**src/rtl/cmp_pwm_pkg.sv**
```systemverilog
`timescale 1ns/1ps
package cmp_pwm_pkg;
  typedef enum logic [1:0] {
    AQ_NONE = 2'b00,
    AQ_CLR  = 2'b01,
    AQ_SET  = 2'b10,
    AQ_TGL  = 2'b11
  } aq_act_e;

  function automatic logic aq_apply(aq_act_e act, logic cur);
    case (act)
      AQ_CLR:  return 1'b0;
      AQ_SET:  return 1'b1;
      AQ_TGL:  return ~cur;
      default: return cur;
    endcase
  endfunction
endpackage

```
**src/rtl/cmp_evt_sync.sv**
```systemverilog
`timescale 1ns/1ps
module cmp_evt_sync #(
  parameter int SYNC_STAGES = 2
) (
  input  logic clk_i,
  input  logic rst_ni,
  input  logic lvl_i,
  input  logic inv_i,
  output logic evt_o
);
  localparam int SH_W = SYNC_STAGES + 1;

  logic [SH_W-1:0] sh_q;

  always_ff @(posedge clk_i or negedge rst_ni) begin
    if (!rst_ni) sh_q <= '0;
    else         sh_q <= {sh_q[SH_W-2:0], lvl_i ^ inv_i};
  end

  // one pulse per newly asserted level
  assign evt_o = sh_q[SH_W-2] & ~sh_q[SH_W-1];
endmodule

```
**src/rtl/cmp_aq.sv**
```systemverilog
`timescale 1ns/1ps
module cmp_aq
  import cmp_pwm_pkg::*;
(
  input  logic       clk_i,
  input  logic       rst_ni,
  input  logic       ev_hi_i,
  input  logic       ev_lo_i,
  input  logic       t1_sel_i,
  input  logic       t2_sel_i,
  input  logic [1:0] t1_act_i,
  input  logic [1:0] t2_act_i,
  output logic       sw_o
);
  aq_act_e act1, act2;
  logic    t1_ev, t2_ev, sw_q, sw_d;

  assign act1  = aq_act_e'(t1_act_i);
  assign act2  = aq_act_e'(t2_act_i);
  assign t1_ev = t1_sel_i ? ev_lo_i : ev_hi_i;
  assign t2_ev = t2_sel_i ? ev_lo_i : ev_hi_i;

  // T2 has priority over T1 when it carries an action
  always_comb begin
    sw_d = sw_q;
    if (t2_ev && act2 != AQ_NONE) sw_d = aq_apply(act2, sw_q);
    else if (t1_ev)               sw_d = aq_apply(act1, sw_q);
  end

  always_ff @(posedge clk_i or negedge rst_ni) begin
    if (!rst_ni) sw_q <= 1'b0;
    else         sw_q <= sw_d;
  end

  assign sw_o = sw_q;
endmodule

```
**src/rtl/cmp_deadband.sv**
```systemverilog
`timescale 1ns/1ps
module cmp_deadband #(
  parameter int DLY_W = 10
) (
  input  logic             clk_i,
  input  logic             rst_ni,
  input  logic             sw_i,
  input  logic [DLY_W-1:0] red_i,
  input  logic [DLY_W-1:0] fed_i,
  output logic             a_o,
  output logic             b_o
);
  logic [DLY_W-1:0] rcnt_q, fcnt_q;

  // elapsed-time counters, saturating at the programmed delay
  always_ff @(posedge clk_i or negedge rst_ni) begin
    if (!rst_ni) begin
      rcnt_q <= '0;
      fcnt_q <= '1;
    end else begin
      if (!sw_i)              rcnt_q <= '0;
      else if (rcnt_q < red_i) rcnt_q <= rcnt_q + 1'b1;
      if (sw_i)               fcnt_q <= '0;
      else if (fcnt_q < fed_i) fcnt_q <= fcnt_q + 1'b1;
    end
  end

  assign a_o = sw_i  & (rcnt_q >= red_i);
  assign b_o = ~sw_i & (fcnt_q >= fed_i);
endmodule

```
**src/rtl/cmp_trip.sv**
```systemverilog
`timescale 1ns/1ps
module cmp_trip (
  input  logic clk_i,
  input  logic rst_ni,
  input  logic trip_i,
  input  logic clr_i,
  input  logic lvl_i,
  input  logic a_i,
  input  logic b_i,
  output logic a_o,
  output logic b_o,
  output logic tripped_o
);
  logic latch_q;

  always_ff @(posedge clk_i or negedge rst_ni) begin
    if (!rst_ni)              latch_q <= 1'b0;
    else if (trip_i)          latch_q <= 1'b1;
    else if (clr_i)           latch_q <= 1'b0;
  end

  assign tripped_o = latch_q | trip_i;
  assign a_o       = tripped_o ? 1'b0  : a_i;
  assign b_o       = tripped_o ? lvl_i : b_i;
endmodule

```
**src/rtl/cmp_pwm_stage.sv**
```systemverilog
`timescale 1ns/1ps
module cmp_pwm_stage #(
  parameter int DLY_W       = 10,
  parameter int SYNC_STAGES = 2
) (
  input  logic             clk_i,
  input  logic             rst_ni,
  input  logic             cmp_hi_i,
  input  logic             cmp_lo_i,
  input  logic             inv_hi_i,
  input  logic             inv_lo_i,
  input  logic             t1_sel_i,
  input  logic             t2_sel_i,
  input  logic [1:0]       t1_act_i,
  input  logic [1:0]       t2_act_i,
  input  logic [DLY_W-1:0] red_i,
  input  logic [DLY_W-1:0] fed_i,
  input  logic             trip_i,
  input  logic             trip_clr_i,
  input  logic             trip_b_lvl_i,
  output logic             pwm_a_o,
  output logic             pwm_b_o
);
  localparam int N_CMP = 2;

  logic [N_CMP-1:0] cmp_lvl, cmp_inv, ev;
  logic ev_hi, ev_lo, sw_q, a_db, b_db, tripped;

  assign cmp_lvl = {cmp_lo_i, cmp_hi_i};
  assign cmp_inv = {inv_lo_i, inv_hi_i};

  for (genvar g = 0; g < N_CMP; g++) begin : g_cmp
    cmp_evt_sync #(.SYNC_STAGES(SYNC_STAGES)) u_sync (
      .clk_i (clk_i),
      .rst_ni(rst_ni),
      .lvl_i (cmp_lvl[g]),
      .inv_i (cmp_inv[g]),
      .evt_o (ev[g])
    );
  end

  assign ev_hi = ev[0];
  assign ev_lo = ev[1];

  cmp_aq u_aq (
    .clk_i   (clk_i),
    .rst_ni  (rst_ni),
    .ev_hi_i (ev_hi),
    .ev_lo_i (ev_lo),
    .t1_sel_i(t1_sel_i),
    .t2_sel_i(t2_sel_i),
    .t1_act_i(t1_act_i),
    .t2_act_i(t2_act_i),
    .sw_o    (sw_q)
  );

  cmp_deadband #(.DLY_W(DLY_W)) u_db (
    .clk_i (clk_i),
    .rst_ni(rst_ni),
    .sw_i  (sw_q),
    .red_i (red_i),
    .fed_i (fed_i),
    .a_o   (a_db),
    .b_o   (b_db)
  );

  cmp_trip u_trip (
    .clk_i    (clk_i),
    .rst_ni   (rst_ni),
    .trip_i   (trip_i),
    .clr_i    (trip_clr_i),
    .lvl_i    (trip_b_lvl_i),
    .a_i      (a_db),
    .b_i      (b_db),
    .a_o      (pwm_a_o),
    .b_o      (pwm_b_o),
    .tripped_o(tripped)
  );
endmodule

```
**config.mk**
```make
export PLATFORM = sky130hd
export DESIGN_NAME = cmp_pwm_stage
export DESIGN_NICKNAME = d
export VERILOG_FILES = /design/src/rtl/cmp_pwm_pkg.sv /design/src/rtl/cmp_evt_sync.sv /design/src/rtl/cmp_aq.sv /design/src/rtl/cmp_deadband.sv /design/src/rtl/cmp_trip.sv /design/src/rtl/cmp_pwm_stage.sv
export SDC_FILE = /design/constraint.sdc
export NUM_CORES = 1
export LEC_CHECK = 0
export BUFFER_PORTS_ARGS = -buffer_cell sky130_fd_sc_hd__clkbuf_2
export CORE_MARGIN = 4
export CORE_UTILIZATION = 30
export CTS_CLUSTER_SIZE = 12
export DETAILED_ROUTE_END_ITERATION = 16
export PLACE_DENSITY = 0.55
export SYNTH_ARGS = -nofsm -noshare
export SYNTH_HDL_FRONTEND = slang
export SYNTH_SLANG_ARGS = --single-unit
```
**constraint.sdc**
```tcl
create_clock -name clk_i -period 2.79 [get_ports clk_i]
set_clock_uncertainty 0.15 [all_clocks]
set_input_delay 0.558 -clock clk_i [delete_from_list [all_inputs] [get_ports clk_i]]
set_output_delay 0.558 -clock clk_i [all_outputs]
set_load 0.1 [all_outputs]
```
==> results.sh, run 1 <==
export IMPL_outcome="finished, violations left"
export IMPL_violations="negative setup slack"
export IMPL_postCtsHoldBufs=0
export IMPL_wl_met1_um=2060
export IMPL_critPathSlowestCell="dfrtp_1"
export IMPL_synthDistinctLibCells=45
export IMPL_wirelength_um=4620
export IMPL_critPathMaxFanout=3
export IMPL_arrival_ns=2.17
export IMPL_rsz0062_at_grt="true"
export IMPL_worst_slack_ns=-0.0923
export IMPL_syn_num_nets=288
export IMPL_avgSynthCellArea_um2=9.10
export IMPL_num_fill_cells=663
export IMPL_clk_latency_ns=0.28
export IMPL_dr_wl_met3_um=198
export IMPL_worst_hold_slack_ns=0.171
export IMPL_synth_cells=226
export IMPL_die_width_um=90.8
export IMPL_synth_area_um2=2060
export IMPL_start_kind="flip-flop"
export IMPL_grt_total_usage_pct=11.8
export IMPL_dp_hpwl_um=3550
export IMPL_first_pass_iters=4
export IMPL_antenna_left=0
export IMPL_worst_pin_slew_ns=0.743
export IMPL_synth_ff_type="dfrtp_1"
export IMPL_layout_nets=340
export IMPL_cp_cell_sequence="ha_4 > and4_4 > o21a_1 > o31a_1 > nor2_4 > a2111oi_4 > buf_12"
export IMPL_slew_viol_final=0
export IMPL_final_util_pct=41.7
export IMPL_path_class="reg -> out"
export IMPL_std_cell_rows=29
export IMPL_cpPeakStageDelay_ns=0.42
export IMPL_htree_levels=1
export IMPL_fmax_mhz=347
export IMPL_min_period_ns=2.88
export IMPL_power_density_nw_per_um2=449
export IMPL_io_pins=37
export IMPL_die_y_um=90.8
export IMPL_setup_violations=1
export IMPL_grt_pass1_vias=1826
export IMPL_diodes=0
export IMPL_drive_gt1_share_pct=35.7
export IMPL_io_buffer_count=36
export IMPL_drc_errors=0
export IMPL_first_iter_violations=59
export IMPL_postSynth_asyncResetShare_pct=100
export IMPL_worst_setup_path_end_kind="output pin"
export IMPL_top_layer="met4"
export IMPL_antenna_found_initial=0
export IMPL_routed_wl_met2_um=2330
export IMPL_start_util_pct=31.7
export IMPL_preCtsSetupSlack_ns=-0.162
export IMPL_coreArea_um2=6490
export IMPL_grt_pass1_wl_um=8220
export IMPL_hold_viol=0
export IMPL_path_clk_slew_ns=0.11
export IMPL_maxCapViolations=0
export IMPL_worst_slew_margin_rel_pct=50.5
export IMPL_wl_per_cell_um=13.0
export IMPL_yosysWarnings=0
export IMPL_viasPerCell=5.19
export IMPL_yosys_register_bits=28
export IMPL_gp_congestion=0.786
export IMPL_hold_path_class="in -> async"
export IMPL_worstPathRequired_ns=2.08
export IMPL_tritoncts="done"
export IMPL_grt_overflow=0
export IMPL_fin_crit_sh_pct=103
export IMPL_synth_edff_count=0
export IMPL_dieArea_um2=8240
export IMPL_cts_sinks=28
export IMPL_num_vias=1836
export IMPL_peakVddDrop_v=0.000182
export IMPL_syn_to_final_growth_pct=31.9
export IMPL_cts_root_buffer="clkbuf_8"
export IMPL_synth_seq_area_share_pct=34.7
export IMPL_cts_buffers=3
export IMPL_p_leak_nw=1.25
export IMPL_grt_max_degree=29
export IMPL_cts_max_path_buffers=2
==> worst paths after layout <==
| check | startpoint | to | depth (start not counted) | slack, ns |
|---|---|---|---|---|
| min reg2reg | g_cmp[1].u_sync.sh_q[0] | g_cmp[1].u_sync.sh_q[1] | 0 | 0.21 |
| min in group clk_i | g_cmp[1].u_sync.sh_q[0] | g_cmp[1].u_sync.sh_q[1] | 0 | 0.21 |
| max | u_db.rcnt_q[4] | pwm_a_o | 7 | -0.09 |
| max in group asynchronous | rst_ni | u_db.rcnt_q[2] | 1 | 1.80 |
| min | rst_ni | u_trip.latch_q | 1 | 0.17 |
| max reg2reg | u_db.fcnt_q[1] | u_db.fcnt_q[7] | 8 | 0.32 |
==> synth_stat cells, drive strengths merged, types with 3 or more instances <==
cell | number | area share, %
a21oi | 23 | 6.1
and3 | 4 | 1.2
and4 | 3 | 1.4
clkbuf | 4 | 0.73
dfrtp | 18 | 22
dfstp | 10 | 13
ha | 27 | 16
inv | 30 | 5.5
mux2 | 3 | 1.6
mux2i | 5 | 2.4
nand2 | 9 | 1.6
nand2b | 3 | 0.91
nand3 | 16 | 3.9
nand4 | 5 | 1.5
nor2 | 5 | 0.91
nor2b | 4 | 1.2
nor3 | 4 | 0.97
o21ai | 7 | 1.7
o31ai | 12 | 4.4
or4 | 10 | 3.7
==> worst max-delay path, delay by kind of cell, from the launching register on <==
kind,cells,cell delay [ns]
AOI/OAI and AO/OA,3,0.70
DFF,1,0.42
adders and majority gates,1,0.29
and+or+nand+nor,2,0.27
buffers and inverters,1,0.22
==> report_power, final <==
group | internal, mW | switching (mW)
clock network | 0.127 | 0.136
registers | 0.474 | 0.0566
logic | 0.191 | 0.233
total | 0.791 | 0.426
==> per-layer routing <==
metal	vias up	global-route usage, %
met5	-	0
met4	0	1.88
met3	4	2.33
met2	36	21.3
met1	871	14.8
li1	925	-
==> kinds of logic after synthesis <==
family	share of synthesized area (%)
and+or+nand+nor	19.5
AOI/OAI and AO/OA	16.9
buffers and inverters	7.49
DFF	34.7
adders and majority gates	16.4
muxes	4.08
xor gates and xnor gates	0.852
==> layout make-up <==
| class | count | area (um^2) | area share (%) |
|---|---|---|---|
| multi-input cells | 160 | 1350 | 49.9 |
| well taps | 77 | 96.3 | 3.55 |
| clock buffers | 4 | 55.1 | 2.03 |
| repair buffers | 53 | 338 | 12.5 |
| inverters | 32 | 153 | 5.63 |
| flip-flops and latches | 28 | 716 | 26.4 |
==> flip-flops by register name (all words and copies together) (netlist names) <==
name,count
u_aq.sw_o,1
u_trip.latch_q,1
g_cmp.u_sync.sh_q,6
u_db.fcnt_q,10
u_db.rcnt_q,10
==> metrics by stage <==
stage | power, mW | cell area [um^2] | TNS [ns] | cells
3_5_place_dp | 0.918 | 2580 | -0.253 | 342
5_1_grt | 1.31 | 2710 | -0.287 | 354
6_report | 1.22 | 2710 | -0.0923 | 354
3_3_place_gp | 0.906 | 2580 | -0.210 | 342
2_1_floorplan | 0.781 | 2250 | -1.25 | 226
4_1_cts | 1.24 | 2710 | -0.124 | 354
==> layout by cell type, fill, tap and decap left out, types with 8 or more instances in the layout <==
| cell | count |
|---|---|
| clkbuf_2 | 34 |
| dfrtp_1 | 16 |
| or4_1 | 10 |
| ha_4 | 8 |
| nand3_1 | 16 |
| buf_4 | 17 |
| dfstp_2 | 10 |
| o31ai_1 | 12 |
| inv_1 | 20 |
| nand2_1 | 9 |
| ha_1 | 18 |
| a21oi_1 | 20 |
==> what timing repair did <==
action                                 4_1_cts  5_1_grt
cloned                                       0        0
setup endpoints to repair                    2        2
pin swaps                                   10        0
endpoints found under the hold margin        0        0
gates resized for setup                      5        0
buffers inserted                             8        0
Note: power is estimated with default switching activity, not from simulation.
==> run 2: changes to the inputs <==
--- a/config.mk
+++ b/config.mk
@@ -6,11 +6,12 @@
 export NUM_CORES = 1
 export LEC_CHECK = 0
 export BUFFER_PORTS_ARGS = -buffer_cell sky130_fd_sc_hd__clkbuf_2
+export CAP_MARGIN = 20
 export CORE_MARGIN = 4
-export CORE_UTILIZATION = 30
+export CORE_UTILIZATION = 55
 export CTS_CLUSTER_SIZE = 12
 export DETAILED_ROUTE_END_ITERATION = 16
-export PLACE_DENSITY = 0.55
+export PLACE_DENSITY = 0.86
 export SYNTH_ARGS = -nofsm -noshare
 export SYNTH_HDL_FRONTEND = slang
 export SYNTH_SLANG_ARGS = --single-unit
==> run 2 against run 1 <==
Effect of this change: the flow still finishes with violations (negative setup slack); combinational power barely moved; largest cell class unchanged; sequential power about the same; clock-buffer cell count is the same; fmax fell by 0.59%; sequential cell count unchanged; hold slack worse by 0.011 ns; via count grew 3.6%; die area down 42%; final area decreased by 0.60%; critical path type unchanged; global-route usage up 7.5 points; worst setup slack worse by 0.017 ns; critical path depth did not move.
==> results.sh, run 2 (synthesized netlist as in run 1, its figures left out) <==
export IMPL_reg2reg_slack_ns=0.34
export IMPL_r2r_start="u_db.rcnt_q[1]"
export IMPL_cts_max_path_buffers=2
export IMPL_worst_slack_ns=-0.109
export IMPL_power_density_nw_per_um2=444
export IMPL_reg2regPathDepth=7
export IMPL_first_pass_iters=4
export IMPL_first_iter_violations=116
export IMPL_final_cells=325
export IMPL_multi_input_area_um2=1360
export IMPL_crit_start="u_db.rcnt_q[4]"
export IMPL_outcome="finished, violations left"
export IMPL_violations="negative setup slack"
export IMPL_viasPerCell=5.85
export IMPL_cts_sinks=28
export IMPL_slew_viol_final=0
export IMPL_htree_levels=1
export IMPL_worst_pin_slew_ns=0.680
export IMPL_tritoncts="done"
export IMPL_layout_nets=342
export IMPL_wl_per_cell_um=13.7
export IMPL_antenna_found_initial=0
export IMPL_num_fill_cells=259
export IMPL_maxCapViolations=0
export IMPL_grt_busiest_layer="met2"
export IMPL_num_vias=1902
export IMPL_grt_overflow=0
export IMPL_coreArea_um2=3470
export IMPL_std_cell_rows=21
export IMPL_fmax_mhz=345
export IMPL_numPlacedInstances=314
export IMPL_min_period_ns=2.90
export IMPL_cpPeakStageDelay_ns=0.42
export IMPL_dp_hpwl_um=3590
export IMPL_rsz0062_at_grt="true"
export IMPL_hold_path_class="in -> async"
export IMPL_final_cell_mix="clkbuf_2 (33), inv_1 (20), a21oi_1 (20), ha_1 (19), buf_4 (19)"
export IMPL_io_buffer_count=36
export IMPL_p_total_mw=1.20
export IMPL_hold_viol=0
export IMPL_die_y_um=69.1
export IMPL_die_width_um=69.1
export IMPL_worstPathRequired_ns=2.08
export IMPL_grt_pass1_vias=1795
export IMPL_peakVddDrop_v=0.000370
export IMPL_cp_cell_sequence="ha_4 > and4_4 > o21a_1 > o31a_1 > nor2_4 > a2111oi_4 > buf_12"
export IMPL_path_class="reg -> out"
export IMPL_gp_congestion=0.913
export IMPL_diodes=0
export IMPL_cts_buffers=3
export IMPL_start_util_pct=59.3
export IMPL_grt_total_usage_pct=19.3
export IMPL_setup_violations=2
export IMPL_fin_crit_sh_pct=104
export IMPL_layout_commonest_cell="clkbuf_2"
export IMPL_met3_usage_pct=2.91
export IMPL_critPathSlowestCell="dfrtp_1"
export IMPL_p_leak_nw=1.27
export IMPL_start_kind="flip-flop"
export IMPL_cts_root_buffer="clkbuf_8"
export IMPL_seqCellArea_um2=713
export IMPL_wirelength_um=4470
export IMPL_grtUsageMet2_pct=33.9
export IMPL_final_util_pct=77.7
export IMPL_arrival_ns=2.19
export IMPL_antenna_left=0
export IMPL_clk_latency_ns=0.27
export IMPL_path_clk_slew_ns=0.09
export IMPL_reg2reg_to="u_db.rcnt_q[4]"
export IMPL_worst_setup_path_end_kind="output pin"
export IMPL_dieArea_um2=4780
export IMPL_drive_gt1_share_pct=35.5
export IMPL_grt_pass1_wl_um=7750
export IMPL_grtUsageMet1_pct=24.3
export IMPL_worst_slew_margin_rel_pct=54.7
export IMPL_syn_to_final_growth_pct=31.1
export IMPL_critPathMaxFanout=3
export IMPL_grt_max_degree=29
export IMPL_io_pins=37
export IMPL_drc_errors=0
export IMPL_endpoint="pwm_a_o"
export IMPL_largestRegisters="u_db.fcnt_q: 10 flops, u_db.rcnt_q: 10 flops, g_cmp.u_sync.sh_q: 6 flops"
[run 2: final cells by class]
class	instances	area share (%)
well taps	46	2.14
clock buffers	4	2.04
multi-input cells	160	50.3
inverters	32	5.66
repair buffers	55	13.4
flip-flops and latches	28	26.5
[run 2: critical path: cells and delay by family (launching register included)]
family	cells	cell delay (ns)
compound gates	3	0.72
simple gates	2	0.27
fa+ha+maj	1	0.28
buf+inv	1	0.22
flops	1	0.42
[run 2: power by group]
group,total (mW),internal (mW),switching [mW]
Combinational,0.422,0.195,0.227
Clock,0.246,0.126,0.120
Sequential,0.529,0.472,0.0567
Total,1.20,0.793,0.404
[run 2: worst min path at each step]
| stage | start | to | slack [ns] | cells past startpoint |
|---|---|---|---|---|
| 4_1_cts | rst_ni | u_db.rcnt_q[1] | 0.19 | 1 |
| 2_1_floorplan | rst_ni | g_cmp[0].u_sync.sh_q[0] | 0.11 | 0 |
| 5_1_grt | rst_ni | g_cmp[1].u_sync.sh_q[2] | 0.21 | 1 |
| 3_3_place_gp | g_cmp[0].u_sync.sh_q[0] | g_cmp[0].u_sync.sh_q[1] | 0.18 | 0 |
| 6_report | rst_ni | g_cmp[0].u_sync.sh_q[0] | 0.16 | 1 |
| 3_5_place_dp | g_cmp[1].u_sync.sh_q[0] | g_cmp[1].u_sync.sh_q[1] | 0.19 | 0 |
[run 2: routing by layer]
layer	wire (um)	share of wire, %
met5	0	0
met4	31	0.69
met3	303	6.8
met2	2370	53
met1	1770	40
[run 2: repair_timing]
action	in CTS	in global routing
buffers inserted	7	0
pin swaps	15	1
setup endpoints to repair	2	2
hold buffers	0	0
gates resized for setup	4	1
hold endpoints to repair	0	0
[run 2: per-stage QoR]
step	cell area (um^2)	setup TNS, ns	hold slack [ns]	worst slack (ns)
finish	2700	-0.115	0.160	-0.109
global route	2700	-0.268	0.211	-0.180
CTS	2700	-0.137	0.188	-0.110
detailed placement	2570	-0.273	0.192	-0.179
global placement	2570	-0.205	0.184	-0.131
floorplan	2250	-1.25	0.112	-0.710
==> run 3: changes to the inputs <==
--- a/config.mk
+++ b/config.mk
@@ -5,13 +5,14 @@
 export SDC_FILE = /design/constraint.sdc
 export NUM_CORES = 1
 export LEC_CHECK = 0
+export ABC_AREA = 1
 export BUFFER_PORTS_ARGS = -buffer_cell sky130_fd_sc_hd__clkbuf_2
 export CAP_MARGIN = 20
 export CORE_MARGIN = 4
 export CORE_UTILIZATION = 55
 export CTS_CLUSTER_SIZE = 12
 export DETAILED_ROUTE_END_ITERATION = 16
-export PLACE_DENSITY = 0.86
+export PLACE_DENSITY = 0.85
 export SYNTH_ARGS = -nofsm -noshare
 export SYNTH_HDL_FRONTEND = slang
 export SYNTH_SLANG_ARGS = --single-unit
==> run 3 against run 2 <==
Effect of this change: the flow now finishes without violations; highest routed layer unchanged; core utilization down 12 points; critical path type unchanged; register-to-register slack better by 0.40 ns; die area up 14%; clock-buffer cell count unchanged.
==> results.sh, run 3 <==
export IMPL_fmax_mhz=374
export IMPL_maxCapViolations=0
export IMPL_layout_nets=445
export IMPL_antenna_found_initial=0
export IMPL_worst_slack_ns=0.119
export IMPL_critPathSlowestCell="dfrtp_1"
export IMPL_postSynth_asyncResetShare_pct=100
export IMPL_start_util_pct=58.2
export IMPL_layout_commonest_cell="nand2_1"
export IMPL_worst_slew_margin_rel_pct=53.9
export IMPL_grt_pass1_vias=2035
export IMPL_viasPerCell=5.08
export IMPL_slew_viol_final=0
export IMPL_yosysWarnings=0
export IMPL_synth_compound_area_share_pct=3.92
export IMPL_synth_cells=343
export IMPL_drive_gt1_share_pct=20.7
export IMPL_wl_per_cell_um=11.0
export IMPL_final_cell_mix="nand2_1 (110), inv_1 (60), clkbuf_2 (34), nand3_1 (32), ha_1 (27)"
export IMPL_postCtsHoldBufs=0
export IMPL_met3_usage_pct=2.30
export IMPL_min_period_ns=2.67
export IMPL_yosys_register_bits=28
export IMPL_synthDistinctLibCells=27
export IMPL_cp_cell_sequence="ha_1 > nand2_2 > inv_1 > a21oi_2 > nand2_1 > nor2_4 > nand2_1 > nand2_1 > inv_1 > buf_12"
export IMPL_grt_max_degree=29
export IMPL_synth_ff_type="dfrtp_1"
export IMPL_grt_total_usage_pct=19.0
export IMPL_coreArea_um2=4120
export IMPL_critPathMaxFanout=5
export IMPL_setup_violations=0
export IMPL_grt_busiest_layer="met2"
export IMPL_gp_congestion=0.831
export IMPL_power_density_nw_per_um2=439
export IMPL_numPlacedInstances=424
export IMPL_cts_sinks=28
export IMPL_die_y_um=74.0
export IMPL_first_pass_iters=4
export IMPL_htree_levels=1
export IMPL_worst_pin_slew_ns=0.691
export IMPL_critPathBufInv=3
export IMPL_grt_pass1_wl_um=8320
export IMPL_arrival_ns=1.96
export IMPL_synth_seq_area_share_pct=29.8
export IMPL_ctsResizeCount=0
export IMPL_preCtsSetupSlack_ns=0.197
export IMPL_synth_adder_area_share_pct=14.1
export IMPL_first_iter_violations=103
export IMPL_start_kind="flip-flop"
export IMPL_std_cell_rows=23
export IMPL_dieArea_um2=5470
export IMPL_synth_area_um2=2390
export IMPL_tritoncts="done"
export IMPL_cpPeakStageDelay_ns=0.46
export IMPL_grt_overflow=0
export IMPL_yosys_area_top_type_share_pct=18.8
export IMPL_cp_top_family="simple AND/OR/NAND/NOR gates"
export IMPL_synth_top_family_by_area="simple AND/OR/NAND/NOR gates"
export IMPL_cts_root_buffer="clkbuf_8"
export IMPL_peakVddDrop_v=0.000304
export IMPL_dp_hpwl_um=3750
export IMPL_synth_common_cells="nand2_1 (110), inv_1 (60), nand3_1 (32)"
export IMPL_yosys_area_share_simple_pct=37.2
export IMPL_die_width_um=74.0
export IMPL_synth_edff_count=0
export IMPL_outcome="completed"
export IMPL_path_clk_slew_ns=0.10
export IMPL_antenna_left=0
export IMPL_diodes=0
export IMPL_wirelength_um=4740
export IMPL_syn_num_nets=405
export IMPL_hold_viol=0
export IMPL_hold_path_class="in -> async"
export IMPL_synth_top_cells_by_area="dfrtp_1 (19%), nand2_1 (17%), ha_1 (14%)"
export IMPL_cp_common_cell="nand2_1"
export IMPL_synth_most_common_cell="nand2_1"
export IMPL_largestRegisters="u_db.fcnt_q: 10 flops, u_db.rcnt_q: 10 flops, g_cmp.u_sync.sh_q: 6 flops"
export IMPL_syn_to_final_growth_pct=13.1
export IMPL_final_cells=432
export IMPL_worst_setup_path_end_kind="output pin"
export IMPL_grtUsageMet1_pct=22.5
export IMPL_cts_buffers=3
export IMPL_path_class="reg -> out"
export IMPL_synthXorXnorAreaFrac_pct=2.93
export IMPL_p_leak_nw=1.58
export IMPL_cts_max_path_buffers=2
export IMPL_finalSetupTns_ns=0
export IMPL_avgSynthCellArea_um2=6.98
export IMPL_post_synth_top_area_cell="dfrtp_1"
export IMPL_num_vias=2195
export IMPL_worstPathRequired_ns=2.08
export IMPL_io_buffer_count=36
export IMPL_grtUsageMet2_pct=35.8
export IMPL_synth_area_mux_share_pct=0
export IMPL_drc_errors=0
export IMPL_clk_latency_ns=0.28
export IMPL_fin_crit_sh_pct=95.7
export IMPL_io_pins=37
## run 3: changes by cell type after synthesis, sizes merged, moves of 5 or more
cell | before | now
o31ai | 12 | 0
nand2 | 9 | 115
mux2i | 5 | 0
inv | 30 | 61
or4 | 10 | 0
nor2 | 5 | 33
a21oi | 23 | 9
nand3 | 16 | 38
## run 3: kinds of logic (layout without fill, tap and decap cells)
logic type | Yosys count | after routing
AND/OR/NAND/NOR | 196 | 196
AO/OA/AOI/OAI | 16 | 16
XOR/XNOR | 8 | 8
adder cells (fa/ha/maj) | 27 | 27
flip-flops | 28 | 28
buffers and inverters | 68 | 107
## run 3: worst paths after layout
| kind | startpoint | end | slack [ns] | cells past startpoint |
|---|---|---|---|---|
| max in group asynchronous | rst_ni | u_db.rcnt_q[4] | 1.90 | 1 |
| max reg2reg | u_db.fcnt_q[9] | u_db.fcnt_q[3] | 0.74 | 8 |
| max | u_db.rcnt_q[8] | pwm_a_o | 0.12 | 10 |
| min | rst_ni | u_db.rcnt_q[9] | 0.15 | 1 |
| min in group clk_i | g_cmp[0].u_sync.sh_q[0] | g_cmp[0].u_sync.sh_q[1] | 0.21 | 0 |
| min reg2reg | g_cmp[0].u_sync.sh_q[0] | g_cmp[0].u_sync.sh_q[1] | 0.21 | 0 |
## run 3: repair_timing
action	4_1_cts	5_1_grt
buffers inserted	0	4
endpoints found under the hold margin	0	0
endpoints found under the setup margin	0	1
## run 3: worst reg2reg max path: stages (launching register included)
cell and delay (ns):
dfstp_2 0.58, ha_1 0.26, nand2_2 0.11, inv_1 0.05
a21oi_2 0.19, nand3_2 0.28, nand2_2 0.24, nand2_1 0.07
nand2_1 0.07
## run 3: where the power goes
group | total [mW] | switching (mW) | internal [mW]
clock | 0.257 | 0.130 | 0.127
combinational | 0.388 | 0.242 | 0.146
sequential | 0.544 | 0.0654 | 0.479
total | 1.19 | 0.438 | 0.752
## run 3: cell type report
class	count	area, um^2
Inverter	61	229
Timing Repair Buffer	42	255
Sequential cell	28	713
Clock buffer	4	55.1
Tap cell	50	62.6
Multi-Input combinational cell	247	1390
Fill cell	369	1410
## run 3: through the flow
step | hold slack (ns) | cell area [um^2] | utilization (%) | total power, mW
2_1_floorplan | 0.112 | 2390 | - | 0.827
3_3_place_gp | 0.183 | 2620 | 63.7 | 0.909
3_5_place_dp | 0.187 | 2620 | 63.7 | 0.929
4_1_cts | 0.173 | 2680 | 65.1 | 1.19
5_1_grt | 0.195 | 2710 | 65.8 | 1.28
6_report | 0.150 | 2710 | 65.8 | 1.19
## run 3: per-layer routing
| layer | share of wire (%) | vias to the layer above |
|---|---|---|
| met3 | 4.2 | 8 |
| li1 | - | 1143 |
| met1 | 43 | 996 |
| met2 | 51 | 48 |
| met4 | 1.1 | 0 |
| met5 | 0 | - |
